[src/rtl/gpio_port_pkg.sv]
package gpio_port_pkg;
  localparam int GPIO_ADDR_W = 2;

  typedef enum logic [GPIO_ADDR_W-1:0] {
    REG_LATCH = 2'd0,
    REG_DIR   = 2'd1,
    REG_SET   = 2'd2,
    REG_PULL  = 2'd3
  } gpio_reg_e;
endpackage

[src/rtl/gpio_rst_sync.sv]
module gpio_rst_sync #(
  parameter int STAGES = 2
) (
  input  logic clk,
  input  logic arst_n,
  output logic srst_n
);
  logic [STAGES-1:0] chain_q;
  logic [STAGES-1:0] chain_d;

  always_comb begin
    chain_d = {chain_q[STAGES-2:0], 1'b1};
  end

  always_ff @(posedge clk or negedge arst_n) begin
    if (!arst_n) chain_q <= '0;
    else         chain_q <= chain_d;
  end

  assign srst_n = chain_q[STAGES-1];
endmodule

[src/rtl/gpio_pin_sync.sv]
module gpio_pin_sync #(
  parameter int WIDTH  = 8,
  parameter int STAGES = 2
) (
  input  logic             clk,
  input  logic             rst_n,
  input  logic [WIDTH-1:0] pin_raw,
  output logic [WIDTH-1:0] pin_safe
);
  logic [WIDTH-1:0] stage_q [STAGES];

  for (genvar g = 0; g < STAGES; g++) begin : g_stage
    logic [WIDTH-1:0] stage_d;
    if (g == 0) begin : g_first
      assign stage_d = pin_raw;
    end else begin : g_next
      assign stage_d = stage_q[g-1];
    end
    always_ff @(posedge clk or negedge rst_n) begin
      if (!rst_n) stage_q[g] <= '0;
      else        stage_q[g] <= stage_d;
    end
  end

  assign pin_safe = stage_q[STAGES-1];
endmodule

[src/rtl/gpio_port_regs.sv]
module gpio_port_regs
  import gpio_port_pkg::*;
#(
  parameter int WIDTH = 8
) (
  input  logic             clk,
  input  logic             rst_n,
  input  logic             wr_en,
  input  gpio_reg_e        wr_sel,
  input  logic [WIDTH-1:0] wr_data,
  output logic [WIDTH-1:0] latch_q,
  output logic [WIDTH-1:0] dir_q,
  output logic [WIDTH-1:0] pull_q
);
  logic [WIDTH-1:0] latch_d, dir_d, pull_d;
  logic             latch_en, dir_en, pull_en;

  // Write decode and next-state values
  always_comb begin
    latch_en = 1'b0;
    dir_en   = 1'b0;
    pull_en  = 1'b0;
    latch_d  = latch_q;
    dir_d    = dir_q;
    pull_d   = pull_q;
    if (wr_en) begin
      unique case (wr_sel)
        REG_LATCH: begin latch_en = 1'b1; latch_d = wr_data;           end
        REG_SET:   begin latch_en = 1'b1; latch_d = latch_q | wr_data; end
        REG_DIR:   begin dir_en   = 1'b1; dir_d   = wr_data;           end
        REG_PULL:  begin pull_en  = 1'b1; pull_d  = wr_data;           end
        default:   ;
      endcase
    end
  end

  always_ff @(posedge clk or negedge rst_n) begin
    if (!rst_n)        latch_q <= '0;
    else if (latch_en) latch_q <= latch_d;
  end

  always_ff @(posedge clk or negedge rst_n) begin
    if (!rst_n)      dir_q <= '0;
    else if (dir_en) dir_q <= dir_d;
  end

  always_ff @(posedge clk or negedge rst_n) begin
    if (!rst_n)       pull_q <= '0;
    else if (pull_en) pull_q <= pull_d;
  end
endmodule

[src/rtl/gpio_read_mux.sv]
module gpio_read_mux
  import gpio_port_pkg::*;
#(
  parameter int WIDTH = 8
) (
  input  logic             clk,
  input  logic             rst_n,
  input  gpio_reg_e        rd_sel,
  input  logic [WIDTH-1:0] latch_q,
  input  logic [WIDTH-1:0] dir_q,
  input  logic [WIDTH-1:0] pull_q,
  input  logic [WIDTH-1:0] pin_safe,
  output logic [WIDTH-1:0] rd_q
);
  logic [WIDTH-1:0] mix;
  logic [WIDTH-1:0] rd_d;

  for (genvar b = 0; b < WIDTH; b++) begin : g_bit
    assign mix[b] = dir_q[b] ? latch_q[b] : pin_safe[b];
  end

  always_comb begin
    unique case (rd_sel)
      REG_LATCH: rd_d = mix;
      REG_DIR:   rd_d = dir_q;
      REG_PULL:  rd_d = pull_q;
      REG_SET:   rd_d = '0;
      default:   rd_d = '0;
    endcase
  end

  always_ff @(posedge clk or negedge rst_n) begin
    if (!rst_n) rd_q <= '0;
    else        rd_q <= rd_d;
  end
endmodule

[src/rtl/gpio_port.sv]
module gpio_port
  import gpio_port_pkg::*;
#(
  parameter int WIDTH       = 8,
  parameter int SYNC_STAGES = 2,
  parameter int RST_STAGES  = 2
) (
  input  logic                   clk,
  input  logic                   rst_n,
  input  logic [GPIO_ADDR_W-1:0] addr,
  input  logic                   we,
  input  logic [WIDTH-1:0]       wdata,
  output logic [WIDTH-1:0]       rdata,
  input  logic [WIDTH-1:0]       pad_in,
  output logic [WIDTH-1:0]       pad_out,
  output logic [WIDTH-1:0]       pad_oe,
  output logic [WIDTH-1:0]       pad_pu
);
  logic             core_rst_n;
  gpio_reg_e        sel;
  logic [WIDTH-1:0] latch_q, dir_q, pull_q, pin_safe;

  assign sel = gpio_reg_e'(addr);

  gpio_rst_sync #(.STAGES(RST_STAGES)) u_rst (
    .clk(clk), .arst_n(rst_n), .srst_n(core_rst_n)
  );

  gpio_pin_sync #(.WIDTH(WIDTH), .STAGES(SYNC_STAGES)) u_sync (
    .clk(clk), .rst_n(core_rst_n), .pin_raw(pad_in), .pin_safe(pin_safe)
  );

  gpio_port_regs #(.WIDTH(WIDTH)) u_regs (
    .clk(clk), .rst_n(core_rst_n), .wr_en(we), .wr_sel(sel), .wr_data(wdata),
    .latch_q(latch_q), .dir_q(dir_q), .pull_q(pull_q)
  );

  gpio_read_mux #(.WIDTH(WIDTH)) u_rd (
    .clk(clk), .rst_n(core_rst_n), .rd_sel(sel), .latch_q(latch_q),
    .dir_q(dir_q), .pull_q(pull_q), .pin_safe(pin_safe), .rd_q(rdata)
  );

  assign pad_out = latch_q;
  assign pad_oe  = dir_q;
  assign pad_pu  = pull_q;
endmodule

[config.mk]
export PLATFORM = sky130hd
export DESIGN_NAME = gpio_port
export DESIGN_NICKNAME = d
export VERILOG_FILES = /design/src/rtl/gpio_port_pkg.sv /design/src/rtl/gpio_rst_sync.sv /design/src/rtl/gpio_pin_sync.sv /design/src/rtl/gpio_port_regs.sv /design/src/rtl/gpio_read_mux.sv /design/src/rtl/gpio_port.sv
export SDC_FILE = /design/constraint.sdc
export NUM_CORES = 1
export LEC_CHECK = 0
export BUFFER_PORTS_ARGS = -buffer_cell sky130_fd_sc_hd__buf_4
export CAP_MARGIN = 20
export CORE_ASPECT_RATIO = 1.2
export CORE_MARGIN = 2
export CORE_UTILIZATION = 54
export CTS_CLUSTER_DIAMETER = 40
export DETAILED_ROUTE_END_ITERATION = 10
export PLACE_DENSITY = 0.9
export SLEW_MARGIN = 20
export SYNTH_ARGS = -nofsm -noshare
export SYNTH_HDL_FRONTEND = slang
export SYNTH_SLANG_ARGS = --single-unit
export TNS_END_PERCENT = 1
[constraint.sdc]
create_clock -name clk -period 4.8 [get_ports clk]
set_clock_uncertainty 0.2 [all_clocks]
set_input_delay 0.72 -clock clk [delete_from_list [all_inputs] [get_ports clk]]
set_output_delay 0.72 -clock clk [all_outputs]
set_load 0.02 [all_outputs]
# Word-level counts from Yosys, hierarchy flattened
# Index checks and enable logic that the tools add are counted.
# Widths: inputs -> output; s select.
[word_totals]
inputBits = 21
mem_bits_rw = 0
mem_bits_ro = 0
wordCells = 33
output_inout_bits = 32
memories = 0
regBits = 50
latch_bits = 0
[op_classes]
order_cmp = 0
n_eq_ne = 3
multipliers = 0
div = 0
addsub = 0
shift = 0
bitwise_logic = 1
n_reduce_logical = 6
mux = 16
[op_table]
columns = ["cell", "n"]
rows = [
  ["$pmux 8 s4", 1],
  ["$pmux 8 s2", 1],
  ["$mux 1", 14],
  ["$reduce_and 3->1", 3],
  ["$or 8x8->8", 1],
  ["$eq 2x2->1 const B", 2],
  ["$eq 2x1->1 const B", 1],
  ["$logic_not 2->1", 1],
  ["$reduce_bool 2->1", 1],
  ["$reduce_or 2->1", 1],
]

# Longest topological paths before layout
# Gate-level depths: netlist of run 1.
[depth]
depth_word = 5
mapped_depth = 6
mapped_depth_nobuf = 3

# Modules after synthesis
# Synthesis of run 1 repeated with hierarchy kept, for this count alone.
[hier_totals]
hier_cells = 116
hier_area_um2 = 1824.2
[modules_own_cells]
columns = ["module", "cells_each", "area_per_inst_um2", "instances"]
rows = [
  ["gpio_port_regs", 54, 887.1, 1],
  ["gpio_read_mux", 43, 483.0, 1],
  ["gpio_pin_sync", 16, 400.4, 1],
  ["gpio_rst_sync", 3, 53.8, 1],
]

# Least setup slack after synthesis of run 1
# Ideal clock, no wire load.
[synth_timing]
kind = "input-to-reg"
from = "input addr[0]"
to = "register u_regs.pull_q[0]"
t_arrival_ns = 1.573
setup_slack_ns = 2.902
cell_stages = 5
required_ns = 4.475
path_cell_list = "buf_4 -> and2_1 -> buf_4 -> nand2_4 -> mux2_2"
[synth_via]
elab_chain_len = 4
[synth_lines]
columns = ["element", "line", "text"]
rows = [
  ["start, declared", "gpio_port.sv:10", "input logic [GPIO_ADDR_W-1:0] addr,"],
  ["$eq 2x2->1 *", "gpio_port_regs.sv:27", "unique case (wr_sel)"],
  ["$mux 1", "gpio_port_regs.sv:27", ""],
  ["$mux 1", "gpio_port_regs.sv:26", "if (wr_en) begin"],
  ["$reduce_and 3->1 (no source line) *", "--", ""],
  ["end signal, assigned", "gpio_port_regs.sv:49", "else if (pull_en) pull_q <= pull_d;"],
  ["end, declared", "gpio_port_regs.sv:13", "output logic [WIDTH-1:0] pull_q"],
]
# Mark *: on every way between the ends. The rest lies on a longest branch, timed or not.
# A chain may end at the register's enable or synchronous reset.

# Final worst setup path of run 1
[layout_timing]
from = "input addr[0]"
to = "register u_regs.latch_q[4]"
[layout_via]
elab_chain_len = 5
[layout_lines]
columns = ["element", "line", "text"]
rows = [
  ["$eq 2x2->1 / $logic_not 2->1 (equally long branches)", "gpio_port_regs.sv:27", ""],
  ["$reduce_or 2->1 (no source line)", "--", ""],
  ["$mux 1", "gpio_port_regs.sv:27", ""],
  ["$mux 1", "gpio_port_regs.sv:26", ""],
  ["$reduce_and 3->1 (no source line)", "--", ""],
  ["end signal, assigned", "gpio_port_regs.sv:39", "else if (latch_en) latch_q <= latch_d;"],
  ["end, declared", "gpio_port_regs.sv:11", "output logic [WIDTH-1:0] latch_q,"],
]
# Parallel ways exist; a longest one is shown, timed or not.

==> metrics.cfg, run 1 <==
[timing]
finalCritPeriodShare_pct=41.2
whs_ps=143
relSlewSlack_pct=57.5
hold_viol_final=0
worstMarginPinSlew_ps=636
rsz0062_at_grt=no
layout_setup_ws_ps=2820
setup_violations=0
drv_slew=0
tns_ps=0
clock.fmax_mhz=506
finalCriticalPeriod_ps=1980

[detailed_routing]
drcViolationCount=0
wl_per_cell_um=17.1
drtIter0Drc=33
viasPerCell=5.50
routed_wl_um=3710
num_vias=1193
ant_nets=0
drt_pre_antenna_iters=4

[floorplan]
ios=53
start_util_pct=57.5
die_x_um=56.5
rows=22
fp.coreArea_um2=3110
fp.dieH_um=67.1
dieArea_um2=3790

[power_and_ir_drop]
power.density_nw_per_um2=458
power_leakage_nw=1.11
sw_frac_of_total_pct=27.6
clkPwrFrac_pct=28.8
power_frac_seq_pct=49.4
p_switching_uw=293
peakVddDrop_v=0.000361
power.internal_uw=768
p_comb_share_pct=21.8

[yosys]
ys_types=17
yosysTopAreaCellShare_pct=69.9
synth_area_leader_cell=dfrtp_1
ys_seq_elements=50
synth_area_um2=1790
synth_warnings=0
ys_seq_area_share_pct=69.9
ys_top_cells_by_area=dfrtp_1 70%, mux2_2 11%, a22o_1 3.9%
syn_nets=147
syn_area_per_cell_um2=14.2
netlist_instances=126

[clocking]
cts.sinks=50
numCtsBuffers=5
clock_path_buffers=2
clk_pin_slew_ps=140
htree_levels=2
clockRootBuffer=clkbuf_4
hold_buffers=1
post-cts-setup-buffers=0
cts_tree=done
clock_latency_ps=370
cts-resized-gates=0

[setup_path]
critPathSlowestCell=nor2b_1
worstSetupStartpointType=input port
crit_chain=buf_4 -> nor2b_1 -> nand2b_1 -> a22o_1
end_kind=flip-flop
arrival_ps=2040
critPathRequiredTime_ps=4870
cp_slowest_stage_delay_ps=530
critPathMaxFanout=19
path_class=input port to flip-flop

[global_route]
use_met2_pct=33.1
grt_max_degree=49
use_met1_pct=28.5
grtUsageMet3_pct=7.38
grt_pass1_wl_um=5970
antenna_found_initial=0
track_usage_pct=21.7
top_usage_layer=met2
overflow=0
grt_pass1_vias=1203

[run_status]
outcome=finished clean

[finish]
syn_to_final_growth_pct=29.4
antenna_cells_inserted=0
layout_commonest_cell=buf_4
num-nets-final=201
drive_above_1_share_pct=44.2
final_cell_mix=52 x buf_4, 49 x dfrtp_1, 17 x mux2_2

[place]
portBuffers=52
post-place-ws_ps=2510
gp_congestion=0.755
hpwl_um=2510

[hold_path]
hold_class=flip-flop to async pin

[job]
maxCapViolCount=0

power groups by stage:
stage | Combinational (mW) | Clock [mW] | Sequential (mW)
floorplan | 0.0678 | 0 | 0.582
global placement | 0.225 | 0 | 0.528
detailed placement | 0.232 | 0 | 0.531
CTS | 0.234 | 0.308 | 0.524
global route | 0.247 | 0.326 | 0.533
finish | 0.231 | 0.305 | 0.524
worst max-delay path: cells and delay by family:
kind,cells,cell delay [ps]
AND/OR/NAND/NOR,2,870
AO/OA/AOI/OAI,1,270
buffers and inverters,1,180
registers in the layout (all words and copies together), names as in the netlist:
register and cells:
u_rd.rd_q 8, u_regs.dir_q 8, u_regs.latch_q 8, u_regs.pull_q 8
u_sync.g_stage.stage_d 8, u_sync.pin_safe 8, u_rst.chain_q 2
worst paths after layout:
path	startpoint	end	slack (ps)	cells past startpoint
worst max-delay path	addr[0]	u_regs.latch_q[4]	2820	4
max in group asynchronous	u_rst.chain_q[1]	u_sync.g_stage[1].stage_d[4]	3850	0
worst min-delay path	u_rst.chain_q[1]	u_rd.rd_q[7]	140	0
worst max register to register	u_regs.dir_q[3]	u_rd.rd_q[3]	3620	3
min in group clk	u_sync.g_stage[1].stage_d[7]	u_sync.pin_safe[7]	160	0
worst min register to register	u_rst.chain_q[1]	u_rd.rd_q[7]	140	0
through the flow:
step	instances	utilization [%]	total power, mW	instance area [µm²]
after floorplan	126	-	0.649	1790
after global placement	208	70.4	0.753	2190
after detailed placement	208	70.4	0.763	2190
after CTS	217	74.3	1.07	2310
after global routing	217	74.4	1.11	2310
final	217	74.4	1.06	2310
cells by family (layout without fill, tap and decap cells):
logic type	count (synthesis)	after routing	share of synthesized area [%]
flip-flops	50	50	69.9
AO/OA/AOI/OAI	31	31	11.3
AND/OR/NAND/NOR	21	21	5.88
multiplexers	17	17	10.7
buffers and inverters	6	61	1.96
other	1	1	0.210
layer usage:
metal  vias to the layer above  wire, µm
li1                        539         -
met1                       605      1550
met2                        43      1880
met3                         6       226
met4                         0        56
met5                         -         0
Yosys cell counts:
master / n
dfrtp_1: 50
mux2_2: 17
a21oi_1: 8
a22o_1: 8
nand2_1: 8
o21ai_0: 8
nor2_1: 7
o21a_1: 7
buf_2: 4
buf_4: 2
and2_1: 1
conb_1: 1
nand2_4: 1
nand2b_1: 1
nand3b_2: 1
nor2b_1: 1
nor3b_1: 1
area by class of cell:
cell class	count	area, µm²
clock buffer	6	51.3
clock inverter	2	60.1
fill	201	796
multi-input combinational	70	503
sequential	50	1250
tap	36	45.0
timing repair buffer	53	400
Note: power is estimated with default switching activity, not from simulation.
==> run 2: changes to the inputs <==
Settings changed: ABC_AREA from default to 1, CORE_UTILIZATION 54 to 51, PLACE_DENSITY 0.9 to 0.84.
Clock period 4.8 ns to 1.9 ns, I/O delays scaled along.
==> metrics.cfg, run 2 <==
[run_status]
outcome=finished clean

[setup_path]
critPathSlowestCell=dfrtp_1
path_class=flip-flop to output pin
crit_start=u_regs.dir_q[0]
reg2regPathDepth=1
critPathRequiredTime_ps=1410
path_buf_inv=1
path_delay_family=flip-flops
cp_slowest_stage_delay_ps=450
arrival_ps=940
r2r-start=u_rst.chain_q[1]
r2r_end=u_regs.pull_q[7]
end_kind=output pin
crit_chain=buf_4
rrSetupSlack_ps=860
worstSetupStartpointType=flip-flop
critPathMaxFanout=5

[timing]
setup_violations=0
worstMarginPinSlew_ps=554
drv_slew=0
clock.fmax_mhz=703
whs_ps=7.17
tns_ps=0
finalCritPeriodShare_pct=74.9
rsz0062_at_grt=no
finalCriticalPeriod_ps=1420
hold_viol_final=0
relSlewSlack_pct=63.1

[global_route]
antenna_found_initial=0
grt_max_degree=26
grt_pass1_wl_um=6970
overflow=0
track_usage_pct=21.5
top_usage_layer=met2
grt_pass1_vias=1497
use_met1_pct=28.5
grtUsageMet3_pct=5.85
use_met2_pct=33.2

[job]
maxCapViolCount=0

[clocking]
cts_tree=done
htree_levels=2
numCtsBuffers=5
clock_latency_ps=300
clock_path_buffers=2
post-cts-setup-buffers=0
cts.sinks=50
clk_pin_slew_ps=80
clockRootBuffer=clkbuf_8

[yosys]
synth_ff_type=dfrtp_1
syn_nets=246
synth_compound_area_share_pct=0
synthAdderAreaFrac_pct=0
synth_warnings=0
ys_types=13
synthXorXnorAreaFrac_pct=0
synth_edf_count=0
ys_seq_elements=50
ys_top_cells_by_area=dfrtp_1 62%, nand2_1 18%, nand3_1 7.9%
synth_area_um2=2020
syn_area_per_cell_um2=9.00
synthSimpleGateAreaFrac_pct=29.3
synth_mux_area_share_pct=0
netlist_instances=225
synthTopCellsByCount=96 x nand2_1, 50 x dfrtp_1, 34 x inv_1
synth_area_leader_cell=dfrtp_1
ys_seq_area_share_pct=61.8
async_reset_ff_share_pct=100
synth_top_family_by_area=simple AND/OR/NAND/NOR gates
yosysTopAreaCellShare_pct=61.8
yosysMostFrequentCell=nand2_1

[power_and_ir_drop]
power_frac_seq_pct=50.0
p_comb_share_pct=22.3
p_switching_uw=756
peakVddDrop_v=0.000613
power.density_nw_per_um2=965
power.total_mw=2.59
sw_frac_of_total_pct=29.2
clkPwrFrac_pct=27.7
power_leakage_nw=1.52
power.internal_mw=1.83

[finish]
syn_to_final_growth_pct=32.6
num-nets-final=315
final_cell_mix=96 x nand2_1, 54 x buf_4, 49 x dfrtp_1
layout_commonest_cell=nand2_1
nFillCells=317
antenna_cells_inserted=0
drive_above_1_share_pct=23.1

[detailed_routing]
viasPerCell=4.73
ant_nets=0
drtIter0Drc=77
drt_pre_antenna_iters=4
routed_wl_um=4180
num_vias=1650
wl_per_cell_um=12.0
drcViolationCount=0

[floorplan]
ios=53
die_x_um=61.5
rows=25
dieArea_um2=4490
fp.coreArea_um2=3880
fp.dieH_um=73.0
start_util_pct=52.2

[place]
hpwl_um=2850
gp_congestion=0.819
portBuffers=52

[hold_path]
whs_path_depth=3
hold_class=input port to flip-flop
hold_start=wdata[1]
hold_end=u_regs.pull_q[1]

==> run 2: per-layer routing <==
| metal | wire, µm | vias up | share of wire [%] |
|---|---|---|---|
| li1 | - | 807 | - |
| met1 | 1770 | 785 | 42 |
| met3 | 224 | 5 | 5.4 |
| met4 | 70 | 0 | 1.7 |
| met5 | 0 | - | 0 |
| met2 | 2110 | 53 | 51 |
==> run 2: worst max path at each step <==
stage,to,slack [ps],depth (start not counted)
floorplan,u_rd.rd_q[0],210,0
global route,pad_oe[5],450,1
finish,pad_oe[0],480,1
detailed placement,u_regs.dir_q[7],350,6
CTS,pad_oe[0],480,1
global placement,u_regs.dir_q[2],410,6
==> run 2: what timing repair did <==
| action | CTS | global route |
|---|---|---|
| hold endpoints to repair | 15 | 0 |
| gates resized for setup | 0 | 0 |
| hold buffers | 12 | 0 |
==> run 2: area by class of cell <==
| type | count | area, µm² | share of cell area, % |
|---|---|---|---|
| sequential | 50 | 1250 | 46.7 |
| timing repair buffer | 66 | 526 | 19.6 |
| inverter | 36 | 135 | 5.03 |
| tap | 54 | 67.6 | 2.52 |
| multi-input combinational | 135 | 597 | 22.2 |
| clock inverter | 1 | 30.0 | 1.12 |
| clock buffer | 7 | 76.3 | 2.84 |
==> run 2: per-stage QoR <==
stage                     setup WS, ps  std cells  util, %  area, µm²
after floorplan                    205        225        -       2020
after global placement             408        329     63.4       2460
after detailed placement           348        329     63.4       2460
after CTS                          476        349     69.2       2680
after global routing               448        349     69.2       2680
final                              477        349     69.2       2680
==> run 2: power groups by stage <==
stage / clock (mW) / sequential (mW) / combinational [mW]
finish: 0.716 / 1.29 / 0.578
global route: 0.783 / 1.31 / 0.635
CTS: 0.733 / 1.30 / 0.584
detailed placement: 0 / 1.32 / 0.561
global placement: 0 / 1.31 / 0.549
floorplan: 0 / 1.43 / 0.179
==> run 2: cell families after synthesis <==
| group | count (synthesis) |
|---|---|
| and+or+nand+nor | 134 |
| DFF | 50 |
| other | 1 |
| buffers and inverters | 40 |
